<file path="src/rtl/lif_pkg.sv">
package lif_pkg;

  // Clamp a wide signed value to the signed range of w bits (w < 31).
  function automatic logic signed [31:0] clamp_signed(input logic signed [31:0] x,
                                                      input int w);
    logic signed [31:0] hi;
    logic signed [31:0] lo;
    hi = (32'sd1 <<< (w - 1)) - 32'sd1;
    lo = -(32'sd1 <<< (w - 1));
    if (x > hi)      return hi;
    else if (x < lo) return lo;
    else             return x;
  endfunction

  // Unsigned add clamped to the maximum of w bits.
  function automatic logic [31:0] clamp_uadd(input logic [31:0] a,
                                             input logic [31:0] b,
                                             input int w);
    logic [31:0] mx;
    logic [31:0] s;
    mx = (32'd1 << w) - 32'd1;
    s  = a + b;
    return (s > mx) ? mx : s;
  endfunction

endpackage

</file>
<file path="src/rtl/lif_step_ctrl.sv">
module lif_step_ctrl #(
  parameter int RW = 4
) (
  input  logic          clk,
  input  logic          rst_n,
  input  logic          step_start,
  input  logic          step_end,
  input  logic          in_valid,
  input  logic          fire,
  input  logic [RW-1:0] refrac_len,
  output logic          acc_en,
  output logic          end_en,
  output logic          refr_active
);
  logic          in_step_q;
  logic [RW-1:0] refr_cnt_q;

  assign refr_active = (refr_cnt_q != '0);
  assign acc_en      = in_valid & in_step_q & ~step_end & ~refr_active;
  assign end_en      = step_end & ~refr_active;

  always_ff @(posedge clk or negedge rst_n) begin
    if (!rst_n) begin
      in_step_q <= 1'b0;
    end else if (step_start) begin
      in_step_q <= 1'b1;
    end else if (step_end) begin
      in_step_q <= 1'b0;
    end
  end

  always_ff @(posedge clk or negedge rst_n) begin
    if (!rst_n) begin
      refr_cnt_q <= '0;
    end else if (step_end) begin
      if (fire)             refr_cnt_q <= refrac_len;
      else if (refr_active) refr_cnt_q <= refr_cnt_q - 1'b1;
    end
  end
endmodule

</file>
<file path="src/rtl/lif_membrane.sv">
module lif_membrane
  import lif_pkg::*;
#(
  parameter int VW = 16,
  parameter int WW = 8
) (
  input  logic                 clk,
  input  logic                 rst_n,
  input  logic                 acc_en,
  input  logic                 end_en,
  input  logic                 fire,
  input  logic                 integrate_only,
  input  logic [WW-1:0]        in_weight,
  input  logic [VW-1:0]        leak,
  input  logic [VW-1:0]        rest_val,
  output logic [VW-1:0]        vmem,
  output logic signed [31:0]   v_leaked
);
  localparam int VPAD = 32 - VW;
  localparam int WPAD = 32 - WW;

  logic [VW-1:0]        v_q;
  logic signed [31:0]   v_ext;
  logic signed [31:0]   w_ext;
  logic signed [31:0]   l_ext;
  logic signed [31:0]   v_sum;

  assign v_ext    = {{VPAD{v_q[VW-1]}}, v_q};
  assign w_ext    = {{WPAD{in_weight[WW-1]}}, in_weight};
  assign l_ext    = integrate_only ? 32'sd0 : {{VPAD{leak[VW-1]}}, leak};
  assign v_sum    = clamp_signed(v_ext + w_ext, VW);
  assign v_leaked = clamp_signed(v_ext - l_ext, VW);
  assign vmem     = v_q;

  always_ff @(posedge clk or negedge rst_n) begin
    if (!rst_n) begin
      v_q <= '0;
    end else if (end_en) begin
      v_q <= fire ? rest_val : v_leaked[VW-1:0];
    end else if (acc_en) begin
      v_q <= v_sum[VW-1:0];
    end
  end
endmodule

</file>
<file path="src/rtl/lif_adapt_thr.sv">
module lif_adapt_thr
  import lif_pkg::*;
#(
  parameter int VW = 16
) (
  input  logic                 clk,
  input  logic                 rst_n,
  input  logic                 step_end,
  input  logic                 end_en,
  input  logic                 adapt_en,
  input  logic [VW-2:0]        adapt_inc,
  input  logic [VW-1:0]        base_thresh,
  input  logic signed [31:0]   v_leaked,
  output logic                 fire
);
  localparam int OW   = VW - 1;
  localparam int VPAD = 32 - VW;
  localparam int OPAD = 32 - OW;

  logic [OW-1:0]        off_q;
  logic signed [31:0]   eff_thr;
  logic [31:0]          off_inc;

  assign eff_thr = {{VPAD{base_thresh[VW-1]}}, base_thresh}
                 + (adapt_en ? $signed({{OPAD{1'b0}}, off_q}) : 32'sd0);
  assign fire    = end_en && (v_leaked >= eff_thr);
  assign off_inc = clamp_uadd({{OPAD{1'b0}}, off_q}, {{OPAD{1'b0}}, adapt_inc}, OW);

  always_ff @(posedge clk or negedge rst_n) begin
    if (!rst_n) begin
      off_q <= '0;
    end else if (!adapt_en) begin
      off_q <= '0;
    end else if (step_end) begin
      if (fire)              off_q <= off_inc[OW-1:0];
      else if (off_q != '0)  off_q <= off_q - 1'b1;
    end
  end
endmodule

</file>
<file path="src/rtl/lif_neuron.sv">
module lif_neuron #(
  parameter int VW = 16,
  parameter int WW = 8,
  parameter int RW = 4
) (
  input  logic          clk,
  input  logic          rst_n,
  input  logic          step_start,
  input  logic          step_end,
  input  logic          in_valid,
  input  logic [WW-1:0] in_weight,
  input  logic [VW-1:0] leak,
  input  logic [VW-1:0] base_thresh,
  input  logic [VW-1:0] rest_val,
  input  logic [RW-1:0] refrac_len,
  input  logic          integrate_only,
  input  logic          adapt_en,
  input  logic [VW-2:0] adapt_inc,
  output logic          spike,
  output logic [VW-1:0] vmem
);
  logic                acc_en;
  logic                end_en;
  logic                refr_active;
  logic                fire;
  logic signed [31:0]  v_leaked;
  logic                spike_q;

  lif_step_ctrl #(.RW(RW)) u_ctrl (
    .clk(clk), .rst_n(rst_n), .step_start(step_start), .step_end(step_end),
    .in_valid(in_valid), .fire(fire), .refrac_len(refrac_len),
    .acc_en(acc_en), .end_en(end_en), .refr_active(refr_active)
  );

  lif_membrane #(.VW(VW), .WW(WW)) u_mem (
    .clk(clk), .rst_n(rst_n), .acc_en(acc_en), .end_en(end_en), .fire(fire),
    .integrate_only(integrate_only), .in_weight(in_weight), .leak(leak),
    .rest_val(rest_val), .vmem(vmem), .v_leaked(v_leaked)
  );

  lif_adapt_thr #(.VW(VW)) u_thr (
    .clk(clk), .rst_n(rst_n), .step_end(step_end), .end_en(end_en),
    .adapt_en(adapt_en), .adapt_inc(adapt_inc), .base_thresh(base_thresh),
    .v_leaked(v_leaked), .fire(fire)
  );

  always_ff @(posedge clk or negedge rst_n) begin
    if (!rst_n) spike_q <= 1'b0;
    else        spike_q <= fire;
  end

  assign spike = spike_q;
endmodule

</file>
<file path="config.mk">
export PLATFORM = sky130hd
export DESIGN_NAME = lif_neuron
export DESIGN_NICKNAME = d
export VERILOG_FILES = /design/src/rtl/lif_pkg.sv /design/src/rtl/lif_step_ctrl.sv /design/src/rtl/lif_membrane.sv /design/src/rtl/lif_adapt_thr.sv /design/src/rtl/lif_neuron.sv
export SDC_FILE = /design/constraint.sdc
export NUM_CORES = 1
export LEC_CHECK = 0
export ABC_AREA = 1
export ABC_CLOCK_PERIOD_IN_PS = 7350
export BUFFER_PORTS_ARGS = -buffer_cell sky130_fd_sc_hd__buf_2
export CAP_MARGIN = 20
export CORE_MARGIN = 8
export CORE_UTILIZATION = 46
export CTS_CLUSTER_SIZE = 10
export DETAILED_ROUTE_END_ITERATION = 16
export GPL_ROUTABILITY_DRIVEN = 1
export HOLD_SLACK_MARGIN = 0.12
export PLACE_DENSITY = 0.67
export SLEW_MARGIN = 25
export SYNTH_ARGS = -nofsm -noshare
export SYNTH_HDL_FRONTEND = slang
export SYNTH_SLANG_ARGS = --single-unit
export TNS_END_PERCENT = 30
</file>
<file path="constraint.sdc">
create_clock -name clk -period 7.35 [get_ports clk]
set_input_delay 1.47 -clock clk [delete_from_list [all_inputs] [get_ports clk]]
set_output_delay 1.47 -clock clk [all_outputs]
set_load 0.02 [all_outputs]
</file>
Word-level counts from Yosys, hierarchy flattened
Index checks and enable logic that the tools add are counted.
{"block": "op_classes", "addsub": 6, "order_cmp": 6, "n_eq_ne": 2, "mux": 18, "bitwise": 6, "reduce_logical": 8}
{"operator": "two-way mux 32 bit", "n": 3}
{"operator": "two-way mux 15 bit", "n": 6}
{"operator": "two-way mux 16 bit", "n": 5}
{"operator": "adder 32 bit", "n": 1}
{"operator": "greater-or-equal comparator 32 bit", "n": 1}
{"operator": "> comparator 32 x 16 -> 1 bit, second input constant", "n": 1}
{"operator": "< comparator 32 x 16 -> 1 bit, second input constant", "n": 1}
{"operator": "subtractor 16 x 32 -> 32 bit", "n": 1}
{"operator": "adder 16 x 8 -> 17 bit", "n": 1}
{"operator": "> comparator 17 x 16 -> 1 bit, second input constant", "n": 1}
{"operator": "< comparator 17 x 16 -> 1 bit, second input constant", "n": 1}
{"operator": "adder 15 x 15 -> 16 bit", "n": 1}
{"operator": "> comparator 16 x 15 -> 1 bit, second input constant", "n": 1}
{"operator": "nonzero test 15 bit", "n": 1}
{"operator": "subtractor 15 x 1 -> 15 bit, second input constant", "n": 1}
{"operator": "two-way mux 4 bit", "n": 2}
{"operator": "nonzero test 2 bit", "n": 3}
{"operator": "bitwise AND 1 bit", "n": 4}
{"operator": "AND reduction 2 bit", "n": 2}
{"operator": "nonzero test 4 bit", "n": 1}
{"operator": "subtractor 4 x 1 -> 4 bit, second input constant", "n": 1}
{"operator": "inequality test 3 x 1 -> 1 bit, second input constant", "n": 1}
{"operator": "two-way mux 1 bit", "n": 2}
{"operator": "inequality test 2 bit, second input constant", "n": 1}
{"operator": "2 further kinds", "n": 3}
{"block": "totals", "register_bits": 37}

Longest topological paths before layout
{"block": "logic_depth", "ltp_word": 10, "depth_mapped": 38}

Modules after synthesis
Synthesis repeated with hierarchy kept, for this count alone.
{"block": "unflattened", "hier_cells": 1196, "hier_area_um2": 7150.6}
{"mod": "lif_adapt_thr", "instances": 1, "cells_per_inst": 567, "area_each_um2": 3514.6, "seq_area_each_um2": 375.4}
{"mod": "lif_membrane", "instances": 1, "cells_per_inst": 579, "area_each_um2": 3275.6, "seq_area_each_um2": 400.4}
{"mod": "lif_step_ctrl", "instances": 1, "cells_per_inst": 49, "area_each_um2": 335.3, "seq_area_each_um2": 125.1}
{"mod": "lif_neuron", "instances": 1, "cells_per_inst": 1, "area_each_um2": 25.0, "seq_area_each_um2": 25.0}

Worst setup path after synthesis
No wires, ideal clock.
{"block": "synth_timing", "path_type": "input to register", "start": "input port integrate_only", "end": "register u_ctrl.refr_cnt_q[2]", "setup_ns": 0.117, "arrival_time_ns": 5.917, "t_required_ns": 7.233, "path_slack_ns": 1.316, "path_stages": 29, "n_path_buf": 3, "cell_sequence": "inv_1 clkbuf_1 nand2_1 ha_1 a21oi_1 nand2_1 a21oi_1 and2_1 fa_1 inv_1 nand3_1 ha_1 inv_1 clkbuf_1 a31oi_1 ha_1 nand2_1 nor2_1 nand4_1 nor3b_2 nand2_1 nand2_1 nand2_1 nand3_4 nand2_8 buf_6 or2_1 nand3_1 nand2_1"}
{"block": "synth_via", "elab_chain_len": 9, "elab_cells_between_ends": 11, "cone_classes": "add/sub: 1; order compare: 3; mux: 4; reduce/logical: 3"}
{"item": "start, declared", "line": "lif_neuron.sv:16", "source": "input logic integrate_only,"}
{"item": "two-way mux 32 bit *", "line": "lif_membrane.sv:30", "source": "assign l_ext = integrate_only ? 32'sd0 : {{VPAD{leak[VW-1]}}, leak};"}
{"item": "subtractor 16 x 32 -> 32 bit *", "line": "lif_membrane.sv:32", "source": "assign v_leaked = clamp_signed(v_ext - l_ext, VW);"}
{"item": "< comparator 32 x 16 -> 1 bit", "line": "lif_pkg.sv:11", "source": "else if (x < lo) return lo;"}
{"item": "two-way mux 32 bit", "line": "lif_pkg.sv:11"}
{"item": "two-way mux 32 bit *", "line": "lif_pkg.sv:10", "source": "if (x > hi) return hi;"}
{"item": "greater-or-equal comparator 32 bit *", "line": "lif_adapt_thr.sv:26", "source": "assign fire = end_en && (v_leaked >= eff_thr);"}
{"item": "logical AND 1 bit *", "line": "lif_adapt_thr.sv:26"}
{"item": "nonzero test 2 bit (no source line)"}
{"item": "AND reduction 2 bit (no source line)"}
{"item": "end signal, assigned", "line": "lif_step_ctrl.sv:36", "source": "if (fire) refr_cnt_q <= refrac_len;"}
{"item": "end signal, assigned", "line": "lif_step_ctrl.sv:37", "source": "else if (refr_active) refr_cnt_q <= refr_cnt_q - 1'b1;"}
{"item": "end, declared", "line": "lif_step_ctrl.sv:16", "source": "logic [RW-1:0] refr_cnt_q;"}
Every way passes the cells marked *; elsewhere a longest branch is shown, timed or not.
A chain may end at the register's enable or synchronous reset.

Worst setup path in the final report
{"block": "layout_timing", "start": "input port integrate_only", "end": "register u_thr.off_q[12]"}
{"block": "layout_via", "elab_chain_len": 10, "elab_cells_between_ends": 13, "cone_classes": "add/sub: 1; order compare: 3; eq/ne: 1; mux: 6; reduce/logical: 2"}
{"item": "two-way mux 32 bit *", "line": "lif_membrane.sv:30"}
{"item": "subtractor 16 x 32 -> 32 bit *", "line": "lif_membrane.sv:32"}
{"item": "< comparator 32 x 16 -> 1 bit", "line": "lif_pkg.sv:11"}
{"item": "two-way mux 32 bit", "line": "lif_pkg.sv:11"}
{"item": "two-way mux 32 bit *", "line": "lif_pkg.sv:10"}
{"item": "greater-or-equal comparator 32 bit *", "line": "lif_adapt_thr.sv:26"}
{"item": "logical AND 1 bit *", "line": "lif_adapt_thr.sv:26"}
{"item": "two-way mux 15 bit", "line": "lif_adapt_thr.sv:35", "source": "if (fire) off_q <= off_inc[OW-1:0];"}
{"item": "two-way mux 15 bit", "line": "lif_adapt_thr.sv:34", "source": "end else if (step_end) begin"}
{"item": "two-way mux 15 bit", "line": "lif_adapt_thr.sv:32", "source": "end else if (!adapt_en) begin"}
{"item": "end signal, assigned", "line": "lif_adapt_thr.sv:35"}
{"item": "end signal, assigned", "line": "lif_adapt_thr.sv:36", "source": "else if (off_q != '0) off_q <= off_q - 1'b1;"}
{"item": "end, declared", "line": "lif_adapt_thr.sv:20", "source": "logic [OW-1:0] off_q;"}
Every way passes the cells marked *; elsewhere a longest branch is shown, timed or not. The select of a mux whose other input is x is not followed.

==> flow_summary.json <==
{
  "vias_per_cell": 5.21,
  "start_util_pct": 46.7,
  "tightest_slew_ns": 0.778,
  "antenna-diode-count": 0,
  "grt_max_degree": 38,
  "min_path_type": "flop to flop",
  "startpoint": "integrate_only",
  "die_area_sq_mm": 0.0188,
  "synth_enable_flop_cells": 0,
  "cp.required_ns": 7.58,
  "cap_violations": 0,
  "r2r-start": "u_mem.vmem[10]",
  "seq_power_share_pct": 10.6,
  "p_clk_share_pct": 5.2,
  "async_reset_ff_share_pct": 100,
  "path_max_fanout": 23,
  "cts.sinks": 37,
  "cts_hold_buffers": 0,
  "crit_arrival_ns": 7.07,
  "drc": 0,
  "worstReg2RegEnd": "u_thr.off_q[12]",
  "grt_pass1_wl_um": 31800,
  "start_kind": "primary input",
  "gp_congestion": 0.942,
  "drt.antenna.violating_nets": 0,
  "fin_worst_skew_ns": 0.00692,
  "yosysWarnings": 0,
  "irDropWorstVdd_mv": 0.243,
  "synth.distinct_cells": 48,
  "tns_ns": 0,
  "rr_worst_depth": 24,
  "leakage_nw": 4.23,
  "synth_seq_cells": 37,
  "internal-power_w": 0.00172,
  "cp_common_cell": "nand2_1",
  "layout_min_cycle_time_ns": 6.84,
  "cts_buffers": 5,
  "path_class": "primary input to flop",
  "timing.slew.headroom_pct": 48.1,
  "cts_max_level": 2,
  "avgSynthCellArea_sq_um": 6.27,
  "grt_pass1_vias": 6830,
  "core_sq_mm": 0.0144,
  "wl_per_cell_um": 13.9,
  "die_h_um": 137,
  "port_buffers": 98,
  "fin_nets": 1350,
  "drtIter0Drc": 478,
  "clk_pin_slew_ns": 0.06,
  "synth-seq-area-share_pct": 13.8,
  "synth_area_leaders": "nand2_1, ha_1, dfrtp_1",
  "antenna_found_initial": 0,
  "fin_crit_sh_pct": 93.1,
  "p_switching_w": 0.00240,
  "place_ws_ns": 0.260,
  "syn_nets": 1261,
  "total_power_w": 0.00412,
  "dp.final_hpwl_um": 15800,
  "clock_latency_ns": 0.29,
  "cts_tree": "built",
  "synth_top_area_cell": "nand2_1",
  "syn_inst": 1074,
  "hold_viol": 0,
  "cpMaxStageDelayCell": "ha_1",
  "syn-cell-area_sq_mm": 0.00673,
  "pwr-share-comb_pct": 84.1,
  "overflow": 0,
  "p_per_area_mw_per_mm2": 547,
  "r2r_setup_slack_ns": 1.83,
  "cts-root-buf": "clkbuf_16",
  "netlist_top_cells_count": "nand2_1, inv_1, ha_1",
  "first_pass_iters": 5,
  "switching_share_pct": 58.2,
  "fmax_ghz": 0.146,
  "fill_cells": 1593,
  "wirelength_um": 18700,
  "final_util_pct": 52.1,
  "worst_slack_ns": 0.506,
  "synth_top_cell_area_share_pct": 20.9,
  "cts_buffer_depth": 2,
  "track_usage_pct": 20.6,
  "drv_slew": 0,
  "status": "complete, no violations",
  "ioPinCount": 99,
  "synth_ff_type": "dfrtp_1",
  "setup_violations": 0,
  "row_count": 44,
  "cpPeakStageDelay_ns": 0.61,
  "crit_end": "u_thr.off_q[12]",
  "cp-end-kind": "flop",
  "synth_most_common_cell": "nand2_1",
  "syn2layout_area_growth_pct": 11.8,
  "layout-drive-gt1-share_pct": 12.8,
  "die_w_um": 137,
  "vias": 7021
}
per-layer routing:
metal	share of wire (%)	up-vias	GRT usage (%)
met5	0	-	0
li1	-	3730	-
met2	46	127	34.6
met3	3.6	13	2.50
met4	1.2	0	4.28
met1	49	3151	27.5
power groups by stage:
stage	Sequential, W	Clock [W]	Combinational [W]
after floorplan	0.000450	0	0.00267
after global placement	0.000442	0	0.00339
after detailed placement	0.000442	0	0.00342
after CTS	0.000440	0.000222	0.00344
after global routing	0.000457	0.000229	0.00398
final	0.000438	0.000216	0.00346
worst max-delay path, delay by kind of cell:
family          cells  cell delay (ns)
simple gates       12             1.49
fa+ha+maj           4             1.68
compound gates      6             1.23
buf+inv             7             1.16
cell families after synthesis:
kind of cell	after synthesis	synth area share [%]
AOI/OAI and AO/OA	164	13.5
xor gates and xnor gates	54	7.03
adders and majority gates	105	20.1
buffers and inverters	130	7.87
DFF	37	13.8
and+or+nand+nor	584	37.8
worst min path at each step:
stage,endpoint,startpoint,slack [ns],depth (start not counted)
after detailed placement,u_ctrl.in_step_q,u_ctrl.in_step_q,0.49,2
after global placement,u_ctrl.in_step_q,u_ctrl.in_step_q,0.49,2
final,u_ctrl.in_step_q,u_ctrl.in_step_q,0.51,2
after floorplan,u_ctrl.in_step_q,u_ctrl.in_step_q,0.47,2
after global routing,u_ctrl.in_step_q,u_ctrl.in_step_q,0.57,2
after CTS,u_ctrl.in_step_q,u_ctrl.in_step_q,0.51,2
placed cells by master (no fill, tap or decap), types with 3 or more instances in the layout:
| cell type | Yosys | layout |
|---|---|---|
| dfrtp_1 | 37 | 37 |
| inv_1 | 106 | 105 |
| nand2_1 | 374 | 374 |
| fa_1 | 5 | 5 |
| nand3_1 | 80 | 80 |
| buf_4 | 3 | 6 |
| nand3_2 | 4 | 4 |
| o21a_1 | 3 | 3 |
| nor2_1 | 60 | 60 |
| or2_2 | 11 | 11 |
| nand3b_1 | 11 | 11 |
| and2_1 | 3 | 3 |
| o21ai_0 | 32 | 32 |
| o21ai_1 | 13 | 13 |
| o21bai_1 | 4 | 4 |
| a21oi_1 | 81 | 81 |
| xor2_1 | 31 | 31 |
| a31oi_1 | 19 | 19 |
| nor3_1 | 11 | 11 |
| nor2_2 | 4 | 4 |
| buf_2 | 6 | 97 |
| xnor2_1 | 23 | 23 |
| ha_1 | 100 | 100 |
| nand4_1 | 10 | 10 |
| clkbuf_16 | 0 | 5 |
through the flow:
stage	area [sq um]	cells	hold WS (ns)
after floorplan	6730	1074	0.474
after global placement	7350	1338	0.488
after detailed placement	7350	1338	0.493
after CTS	7500	1346	0.509
after global routing	7520	1348	0.569
final	7520	1348	0.507
sequential cells by signal, summed over array words and instances (netlist names):
name	count
u_ctrl.refr_cnt_q	4
u_mem.vmem	16
spike	1
u_ctrl.in_step_q	1
u_thr.off_q	15
final cells by class:
| class | instances | area, sq um | share of cell area (%) |
|---|---|---|---|
| clock buffer | 5 | 125 | 1.66 |
| inverter | 109 | 413 | 5.49 |
| tap | 184 | 230 | 3.06 |
| multi-input combinational | 907 | 5270 | 70.1 |
| sequential | 37 | 926 | 12.3 |
| timing repair buffer | 103 | 531 | 7.05 |
| clock inverter | 3 | 21.3 | 0.283 |
timing repair:
item | 4_1_cts | 5_1_grt
setup endpoints to repair | 0 | 16
buffers inserted | 0 | 2
gates resized for setup | 0 | 1
Power figures use the tool's default switching activity.
